[config.mk]
export PLATFORM = sky130hd
export DESIGN_NAME = boot_loader_seq
export DESIGN_NICKNAME = d
export VERILOG_FILES = /design/src/rtl/boot_loader_seq_pkg.sv /design/src/rtl/boot_loader_seq_txslot.sv /design/src/rtl/boot_loader_seq_cnt.sv /design/src/rtl/boot_loader_seq.sv
export SDC_FILE = /design/constraint.sdc
export NUM_CORES = 1
export LEC_CHECK = 0
export ABC_AREA = 1
export ABC_CLOCK_PERIOD_IN_PS = 2100
export BUFFER_PORTS_ARGS = -buffer_cell sky130_fd_sc_hd__buf_2
export CAP_MARGIN = 20
export CORE_AREA = 5 5 93 95
export CTS_CLUSTER_SIZE = 8
export DETAILED_ROUTE_END_ITERATION = 16
export DIE_AREA = 0 0 98 100
export PLACE_DENSITY = 0.79
export SLEW_MARGIN = 30
export SYNTH_ARGS = -nofsm -noshare
export SYNTH_HDL_FRONTEND = slang
export SYNTH_SLANG_ARGS = --single-unit
[constraint.sdc]
create_clock -name clk -period 2.1 [get_ports clk]
set_input_delay 0.315 -clock clk [delete_from_list [all_inputs] [get_ports clk]]
set_output_delay 0.315 -clock clk [all_outputs]
set_load 0.02 [all_outputs]
[src/rtl/boot_loader_seq_pkg.sv]
package boot_loader_seq_pkg;
  typedef enum logic [3:0] {
    ST_IDLE,
    ST_SYNC,
    ST_LEN_HI,
    ST_LEN_LO,
    ST_LOAD,
    ST_CHECK,
    ST_ERASE,
    ST_REP_OK,
    ST_REP_BAD,
    ST_FIN,
    ST_DONE,
    ST_HALT
  } seq_state_e;

  localparam logic [7:0] LOCK_BYTE = 8'h00;
  localparam logic [7:0] SYNC_REQ  = 8'h55;
  localparam logic [7:0] SYNC_ACK  = 8'hAA;
  localparam logic [7:0] RES_OK    = 8'hAA;
  localparam logic [7:0] RES_BAD   = 8'hFF;
  localparam int         LEN_W     = 16;
endpackage

[src/rtl/boot_loader_seq_txslot.sv]
module boot_loader_seq_txslot (
  input  logic       clk,
  input  logic       rst_n,
  input  logic       push_i,
  input  logic [7:0] data_i,
  output logic       tx_valid_o,
  output logic [7:0] tx_data_o,
  input  logic       tx_ready_i
);
  // Single holding register; the sequencer only pushes when it is empty.
  always_ff @(posedge clk) begin
    if (!rst_n) begin
      tx_valid_o <= 1'b0;
      tx_data_o  <= 8'h00;
    end else if (push_i) begin
      tx_valid_o <= 1'b1;
      tx_data_o  <= data_i;
    end else if (tx_ready_i) begin
      tx_valid_o <= 1'b0;
    end
  end
endmodule

[src/rtl/boot_loader_seq_cnt.sv]
module boot_loader_seq_cnt #(
  parameter int                LEN_W  = 16,
  parameter int                ADDR_W = 16,
  parameter logic [ADDR_W-1:0] BASE   = '0
) (
  input  logic              clk,
  input  logic              rst_n,
  input  logic              load_i,
  input  logic [LEN_W-1:0]  len_i,
  input  logic              step_i,
  output logic [ADDR_W-1:0] addr_o,
  output logic              last_o
);
  logic [LEN_W-1:0] remain_q;

  always_ff @(posedge clk) begin
    if (!rst_n) begin
      remain_q <= '0;
      addr_o   <= BASE;
    end else if (load_i) begin
      remain_q <= len_i;
      addr_o   <= BASE;
    end else if (step_i) begin
      remain_q <= remain_q - 1'b1;
      addr_o   <= addr_o + 1'b1;
    end
  end

  assign last_o = (remain_q == {{(LEN_W-1){1'b0}}, 1'b1});
endmodule

[src/rtl/boot_loader_seq.sv]
module boot_loader_seq
  import boot_loader_seq_pkg::*;
#(
  parameter int                ADDR_W = 16,
  parameter logic [ADDR_W-1:0] BASE   = 16'h0400
) (
  input  logic              clk,
  input  logic              rst_n,
  input  logic              lock_i,
  input  logic              rx_valid,
  input  logic [7:0]        rx_data,
  input  logic              rx_ferr,
  output logic              tx_valid,
  input  logic              tx_ready,
  output logic [7:0]        tx_data,
  output logic              ram_we,
  output logic [ADDR_W-1:0] ram_addr,
  output logic [7:0]        ram_wdata,
  input  logic              flash_blank,
  output logic              erase_req,
  input  logic              erase_done,
  input  logic              erase_fail,
  output logic              overrun,
  output logic              boot_done,
  output logic              halted
);
  seq_state_e        state_q, state_d;
  logic [7:0]        len_hi_q;
  logic              push;
  logic [7:0]        push_data;
  logic              cnt_load, cnt_step, wr_now;
  logic [ADDR_W-1:0] cnt_addr;
  logic              cnt_last;
  logic              rx_live, take, ferr_hit, ovr_hit;

  assign rx_live  = (state_q == ST_SYNC) || (state_q == ST_LEN_HI) ||
                    (state_q == ST_LEN_LO) || (state_q == ST_LOAD);
  assign take     = rx_live && rx_valid && !rx_ferr && !tx_valid;
  assign ferr_hit = rx_live && rx_valid && rx_ferr;
  assign ovr_hit  = rx_live && rx_valid && !rx_ferr && tx_valid;

  always_comb begin
    state_d   = state_q;
    push      = 1'b0;
    push_data = 8'h00;
    cnt_load  = 1'b0;
    cnt_step  = 1'b0;
    wr_now    = 1'b0;
    case (state_q)
      ST_IDLE: if (lock_i) begin
        push      = 1'b1;
        push_data = LOCK_BYTE;
        state_d   = ST_SYNC;
      end
      ST_SYNC: if (take && rx_data == SYNC_REQ) begin
        push      = 1'b1;
        push_data = SYNC_ACK;
        state_d   = ST_LEN_HI;
      end
      ST_LEN_HI: if (take) begin
        push      = 1'b1;
        push_data = rx_data;
        state_d   = ST_LEN_LO;
      end
      ST_LEN_LO: if (take) begin
        push      = 1'b1;
        push_data = rx_data;
        cnt_load  = 1'b1;
        state_d   = ({len_hi_q, rx_data} == 16'd0) ? ST_CHECK : ST_LOAD;
      end
      ST_LOAD: if (take) begin
        push      = 1'b1;
        push_data = rx_data;
        wr_now    = 1'b1;
        cnt_step  = 1'b1;
        if (cnt_last) state_d = ST_CHECK;
      end
      ST_CHECK:  state_d = flash_blank ? ST_REP_OK : ST_ERASE;
      ST_ERASE: begin
        if (erase_fail)      state_d = ST_REP_BAD;
        else if (erase_done) state_d = ST_REP_OK;
      end
      ST_REP_OK: if (!tx_valid) begin
        push      = 1'b1;
        push_data = RES_OK;
        state_d   = ST_FIN;
      end
      ST_REP_BAD: if (!tx_valid) begin
        push      = 1'b1;
        push_data = RES_BAD;
        state_d   = ST_HALT;
      end
      ST_FIN:  if (!tx_valid) state_d = ST_DONE;
      default: state_d = state_q;
    endcase
    if (ferr_hit) state_d = ST_SYNC;
  end

  always_ff @(posedge clk) begin
    if (!rst_n) begin
      state_q   <= ST_IDLE;
      len_hi_q  <= 8'h00;
      ram_we    <= 1'b0;
      ram_addr  <= '0;
      ram_wdata <= 8'h00;
      overrun   <= 1'b0;
    end else begin
      state_q <= state_d;
      ram_we  <= wr_now;
      if (take && state_q == ST_LEN_HI) len_hi_q <= rx_data;
      if (wr_now) begin
        ram_addr  <= cnt_addr;
        ram_wdata <= rx_data;
      end
      if (ovr_hit) overrun <= 1'b1;
    end
  end

  assign erase_req = (state_q == ST_ERASE);
  assign boot_done = (state_q == ST_DONE);
  assign halted    = (state_q == ST_HALT);

  boot_loader_seq_txslot u_tx (
    .clk        (clk),
    .rst_n      (rst_n),
    .push_i     (push),
    .data_i     (push_data),
    .tx_valid_o (tx_valid),
    .tx_data_o  (tx_data),
    .tx_ready_i (tx_ready)
  );

  boot_loader_seq_cnt #(
    .LEN_W  (LEN_W),
    .ADDR_W (ADDR_W),
    .BASE   (BASE)
  ) u_cnt (
    .clk    (clk),
    .rst_n  (rst_n),
    .load_i (cnt_load),
    .len_i  ({len_hi_q, rx_data}),
    .step_i (cnt_step),
    .addr_o (cnt_addr),
    .last_o (cnt_last)
  );
endmodule

==> results of run 1 <==
==> cells by family (layout without fill, tap and decap cells) <==
logic type | count (synthesis) | after routing | synth area share (%)
AO/OA/AOI/OAI | 107 | 107 | 14.73
XOR/XNOR | 13 | 13 | 2.919
adder cells (fa/ha/maj) | 3 | 3 | 0.9626
buffers and inverters | 79 | 137 | 8.245
flip-flops | 79 | 79 | 40.55
AND/OR/NAND/NOR | 297 | 297 | 32.60
==> through the flow <==
step / area, um2 / hold slack [ns] / std cells
2_1_floorplan: 3900 / 0.4453 / 578
3_3_place_gp: 4278 / 0.4487 / 724
3_5_place_dp: 4278 / 0.4518 / 724
4_1_cts: 4478 / 0.2794 / 738
5_1_grt: 4478 / 0.3103 / 738
6_report: 4478 / 0.2884 / 738
==> cells in the final DEF, fill, tap and decap left out, types with 6 or more instances in the layout <==
cell,netlist,final
a21oi_1,53,53
a31oi_1,11,11
buf_2,8,54
buf_4,0,7
clkbuf_8,0,9
dfxtp_1,79,79
inv_1,57,57
nand2_1,146,146
nand3_1,31,31
nor2_1,88,88
nor2_2,6,6
nor3_1,8,8
o21ai_0,30,30
xor2_1,8,8
==> state kept, by name (all words and copies together) (netlist names) <==
signal and count:
u_tx.tx_data_o 8, ram_wdata 8, u_tx.tx_valid_o 1, state_q 4, u_cnt.addr_o 16, overrun 1
ram_addr 16, len_hi_q 8, u_cnt.remain_q 16, ram_we 1
==> how the worst min path moves through the flow <==
stage | slack, ns | cells past startpoint | end | startpoint
after floorplan | 0.45 | 2 | u_cnt.addr_o[13] | u_cnt.addr_o[13]
after global placement | 0.45 | 1 | overrun | overrun
after detailed placement | 0.45 | 2 | ram_wdata[0] | ram_wdata[0]
after CTS | 0.28 | 3 | ram_wdata[1] | rx_data[1]
after global routing | 0.31 | 3 | ram_wdata[1] | rx_data[1]
final | 0.29 | 4 | u_tx.tx_valid_o | tx_ready
==> power by group <==
part	switching, W	total, W	leakage (nW)	internal (W)
Clock	0.000534	0.00119	0.0982	0.000655
Sequential	0.0000951	0.00169	0.638	0.00159
Combinational	0.000686	0.00104	1.26	0.000359
Total	0.00131	0.00392	1.99	0.00261
==> metal layers <==
metal  track usage (%)  part of all wire [%]  vias to the layer above  wire, um
li1                  -                     -                     1962         -
met1             25.36                    45                     1747      4389
met2             33.30                    46                      106      4531
met3             3.822                   6.8                       14       660
met4             9.691                   2.0                        0       195
met5                 0                     0                        -         0
==> area by class of cell <==
| cell class | instances | area [um2] |
|---|---|---|
| inverter | 61 | 229.0 |
| fill | 748 | 3169 |
| clock buffer | 10 | 127.6 |
| clock inverter | 4 | 72.57 |
| tap | 102 | 127.6 |
| sequential | 79 | 1582 |
| multi-input combinational | 420 | 1997 |
| timing repair buffer | 62 | 342.8 |
==> worst max-delay path, stage by stage, from the launching register on <==
cell,delay [ns]
dfxtp_1,0.36
nor2_2,0.20
o21ai_1,0.13
nand2_4,0.10
nand3_2,0.10
nor2_4,0.13
nand2_4,0.15
buf_4,0.24
nor2_2,0.14
xnor2_1,0.14
nor2_1,0.05
==> metrics.md, run 1 <==
| Metric | Value |
|---|---|
| Outcome | `complete, no violations` |
| WL per Instance | `13.25 um` |
| Max-slew violations | `0` |
| Pwr Total | `0.003920 W` |
| Final setup fails | `0` |
| Flop and latch count out of synthesis | `79` |
| Root Driver | `clkbuf_8` |
| Die width | `98 um` |
| Critical path endpoint | `u_cnt.addr_o[3]` |
| Count leader, synth | `nand2_1` |
| H-tree Lvls | `3` |
| Asr flop ratio synth | `0%` |
| Final core occ | `58.56%` |
| Maximum clock rate | `about 0.53 GHz` |
| Fin crit share | `89.10%` |
| Area Overhead vs Synth | `14.82%` |
| IO buf count | `between 50 and 60` |
| Post-Syn Area | `3900 um2` |
| Die area | `9800 um2` |
| Cell count after synthesis | `578` |
| Required time of the critical path | `approximately 2.4 ns` |
| Synth Flop Type | `dfxtp_1` |
| CTS Buf Count | `9` |
| First-pass GRT wire length | `between 15,000 and 20,000 um` |
| YS warnings | `0` |
| Setup Fix Bufs, Post-CTS | `0` |
| Setup CP Type | `flip-flop to flip-flop` |
| Leak | `1.995 nW` |
| I/O pins | `between 50 and 60` |
| Worst vdd ir | `476.5 uV` |
| Largest net degree at the start of global routing | `a little over 40` |
| Final GP Congestion | `approximately 0.94` |
| CTS tree | `done` |
| Post-detail-place hpwl | `7112 um` |
| Clk_lat worst skew | `0.35 ns` |
| Drt pass-1 iters | `5` |
| Setup TNS | `0 ns` |
| Worst R2R Path Depth | `10` |
| Vias in the first global route | `3,664` |
| RSZ-0062 raised after global routing | `no` |
| Unique cell type count in the Yosys netlist | `32` |
| Final-stage net count | `between 600 and 700` |
| Gr usage total | `between 20% and 30%` |
| Setup crit start | `state_q[2]` |
| FF-to-FF setup slack | `0.23 ns` |
| Syn Area/Cell | `6.747 um2` |
| R2R Path End | `u_cnt.addr_o[3]` |
| Kind of end point of the critical path | `flip-flop` |
| Top cells by area, synth | `dfxtp_1 (41%), nand2_1 (14%), nor2_1 (8.5%), a21oi_1 (6.8%), inv_1 (5.5%)` |
| Layout cells sized above 1 | `15.25%` |
| Fin. Hold Viols | `0` |
| Via Count | `approximately 3,800` |
| CTS sink cnt | `79` |
| Area leader, netlist | `dfxtp_1` |
| Row count | `32` |
| Register area share after synthesis | `40.55%` |
| Final WS setup | `0.2289 ns` |
| Diodes inserted | `0` |
| Die Y | `100 um` |
| Global route total overflow | `0` |
| Place WS | `0.2382 ns` |
| Worst path arrival time | `about 2.1 ns` |
| PostCTS Resize Cnt | `0` |
| Post-synth EDFFs | `0` |
| Commonest cells in the netlist | `nand2_1 (146), nor2_1 (88), dfxtp_1 (79)` |
| Core ar. | `7647 um2` |
| Syn nets | `598` |
| Worst Setup Start Kind | `flip-flop` |
| Hold crit path type | `primary input to flip-flop` |
| Max Root-Sink Buffers | `2` |
| Initial antenna violation count | `0` |
| Worst-path clk slew | `0.08 ns` |
| Tmin final | `1.871 ns` |
| ANT nets after route | `0` |
| Relative slew slack | `just over 70%` |
| Maximum capacitance violations | `0` |
| Initial Utilization | `51.00%` |
| PD cells | `875.4 nW/um2` |
| Hold Buf Count CTS | `0` |
| Post-route DRC | `0` |
| Iteration-0 DRC Markers | `188` |
| Worst-Margin Slew | `0.4394 ns` |
| Worst-path maximum fanout | `20` |
| Share of the synthesized area in the top cell type | `40.55%` |
| Routed WL | `9777 um` |
| Worst r2r src | `state_q[2]` |
| Clock skew | `0.007327 ns` |
| Via-per-instance ratio | `5.188` |
Power figures use the tool's default switching activity.
==> inputs of run 2 (changes only) <==
==> constraint.sdc (replaced) <==
create_clock -name clk -period 2.1 [get_ports clk]
set_input_delay 0.315 -clock clk [delete_from_list [all_inputs] [get_ports clk]]
set_output_delay 0.315 -clock clk [all_outputs]
set_load 0.1 [all_outputs]
==> run 2 against run 1 <==
  * Sequential power barely moved
  * Setup slack worse by 0.059 ns
  * Die area did not move
  * Total power increased by 9.5%
  * Critical path depth is 5 lower
  * Via count is 2.3% higher
  * Design area grew 0.84%
  * First-iteration DRC count grew 31%
  * Critical path type is now flip-flop to output port
  * Largest cell class unchanged
==> metrics.md, run 2 (same netlist as run 1, synthesis figures left out) <==
| Metric | Value |
|---|---|
| Area Overhead vs Synth | `15.78%` |
| Die area | `9800 um2` |
| Int Power | `0.002582 W` |
| Hold Path Depth | `3` |
| Worst Setup Start Kind | `flip-flop` |
| Fin cells | `739` |
| Sw Pwr | `0.001711 W` |
| Die Y | `around 100 um` |
| Post-detail-place hpwl | `7336 um` |
| Leak | `2.004 nW` |
| Fin crit share | `91.90%` |
| Clock skew | `0.006403 ns` |
| Relative slew slack | `66.44%` |
| Hold crit path type | `primary input to flip-flop` |
| PostCTS Resize Cnt | `0` |
| Setup crit start | `state_q[3]` |
| Worst R2R Path Depth | `10` |
| Switching Share | `39.85%` |
| Min-delay src | `rx_data[2]` |
| WHS | `about 0.29 ns` |
| CTS Buf Count | `9` |
| CTS tree | `done` |
| First-pass GRT wire length | `17,000 um` |
| PD cells | `~950 nW/um2` |
| Maximum clock rate | `0.5182 GHz` |
| Hold EP | `ram_wdata[2]` |
| Worst-Margin Slew | `0.5029 ns` |
| Kind of end point of the critical path | `output port` |
| Initial Utilization | `51.00%` |
| Via-per-instance ratio | `between 5 and 6` |
| Global route total overflow | `0` |
| Worst vdd ir | `852.2 uV` |
| Commonest cells after routing, fill and taps aside | `nand2_1 (146), nor2_1 (86), dfxtp_1 (76)` |
| H-tree Lvls | `3` |
| Core ar. | `between 7000 and 8000 um2` |
| Diodes inserted | `0` |
| Placed Cells incl. Taps | `723` |
| Regs by FF count | `ram_addr x16, u_cnt.addr_o x16, u_cnt.remain_q x16` |
| R2R Path End | `ram_addr[9]` |
| IO buf count | `54` |
| Vias in the first global route | `3,718` |
| Final-stage net count | `652` |
| FF-to-FF setup slack | `0.21 ns` |
| Clk_lat worst skew | `0.35 ns` |
| Outcome | `complete, no violations` |
| I/O pins | `55` |
| Iteration-0 DRC Markers | `247` |
| Clock Power Share | `27.7%` |
| Combinational share of power | `between 30 and 40%` |
| RSZ-0062 raised after global routing | `no` |
| Initial antenna violation count | `0` |
| Max Root-Sink Buffers | `2` |
| Commonest non-fill, non-tap cell in the layout | `nand2_1` |
| Die width | `98 um` |
| ANT nets after route | `0` |
| Root Driver | `clkbuf_8` |
| Pwr Total | `about 0.0043 W` |
| Worst-path maximum fanout | `5` |
| Largest net degree at the start of global routing | `29` |
| Worst-path clk slew | `0.08 ns` |
| Required time of the critical path | `1.78 ns` |
| Part of the power in registers | `between 30% and 40%` |
| Row count | `32` |
| Setup Fix Bufs, Post-CTS | `0` |
| Tmin final | `1.930 ns` |
| Via Count | `3,918` |
| CTS sink cnt | `79` |
| Fin. Hold Viols | `0` |
| Final GP Congestion | `0.9781` |
| Drt pass-1 iters | `5` |
| Layout cells sized above 1 | `16.17%` |
| Routed WL | `10,110 um` |
| WL per Instance | `13.67 um` |
| Worst path arrival time | `1.61 ns` |
| Final setup fails | `0` |
| Hold Buf Count CTS | `0` |
| Maximum capacitance violations | `0` |
| Post-route DRC | `0` |
| Setup CP Type | `flip-flop to output port` |
| Gr usage total | `roughly a fifth` |
| Max-slew violations | `0` |
| Worst r2r src | `state_q[1]` |
==> run 2: cell count changes in the layout (fill, tap and decap cells not counted), sizes merged <==
| cell | change |
|---|---|
| clkinvlp | -1 |
| bufinv | -1 |
| clkbuf | +2 |
| clkinv | +2 |
| buf | -1 |
==> run 2: power by group through the flow <==
stage,combinational (W),sequential (W),clock (W)
after floorplan,0.000779,0.00205,0
after global placement,0.00135,0.00172,0
after detailed placement,0.00138,0.00172,0
after CTS,0.00139,0.00169,0.00121
after global routing,0.00154,0.00171,0.00127
final,0.00141,0.00170,0.00119
==> run 2: cell type report <==
cell class | instances | area [um2]
clock buffers | 12 | 155.1
clock inverters | 4 | 52.55
fillers | 723 | 3132
inverters | 61 | 230.2
multi-input cells | 420 | 2012
flip-flops and latches | 79 | 1585
well taps | 102 | 127.6
repair buffers | 61 | 352.8
==> run 2: metrics by stage <==
step | TNS, ns | utilization (%) | setup WS (ns) | cell area [um2]
2_1_floorplan | -0.3922 | - | -0.1961 | 3909
3_3_place_gp | 0 | 56.12 | 0.2932 | 4292
3_5_place_dp | 0 | 56.12 | 0.1947 | 4292
4_1_cts | 0 | 58.84 | 0.01366 | 4499
5_1_grt | 0 | 59.05 | 0.02975 | 4516
6_report | 0 | 59.05 | 0.1701 | 4516
==> run 2: worst max-delay path, cell delays in order (launching register included) <==
cell and delay (ns):
dfxtp_1 0.48, inv_1 0.11, nor2_2 0.19, inv_1 0.08, nor2_1 0.09, buf_4 0.29
==> run 2: worst max path at each step <==
stage                        endpoint  cells after the start  slack [ns]
finish                         halted                      5        0.17
global route                   halted                      5        0.03
CTS                            halted                      5        0.01
detailed placement        ram_addr[9]                     10        0.19
global placement    u_cnt.remain_q[4]                     12        0.29
floorplan                   boot_done                      4       -0.20
==> run 2: layer usage <==
metal,vias to the layer above,global-route usage (%),part of all wire (%)
met2,151,34.71,46
li1,1962,-,-
met1,1793,27.01,44
met5,-,0,0
met3,12,5.003,8.4
met4,0,7.242,1.3
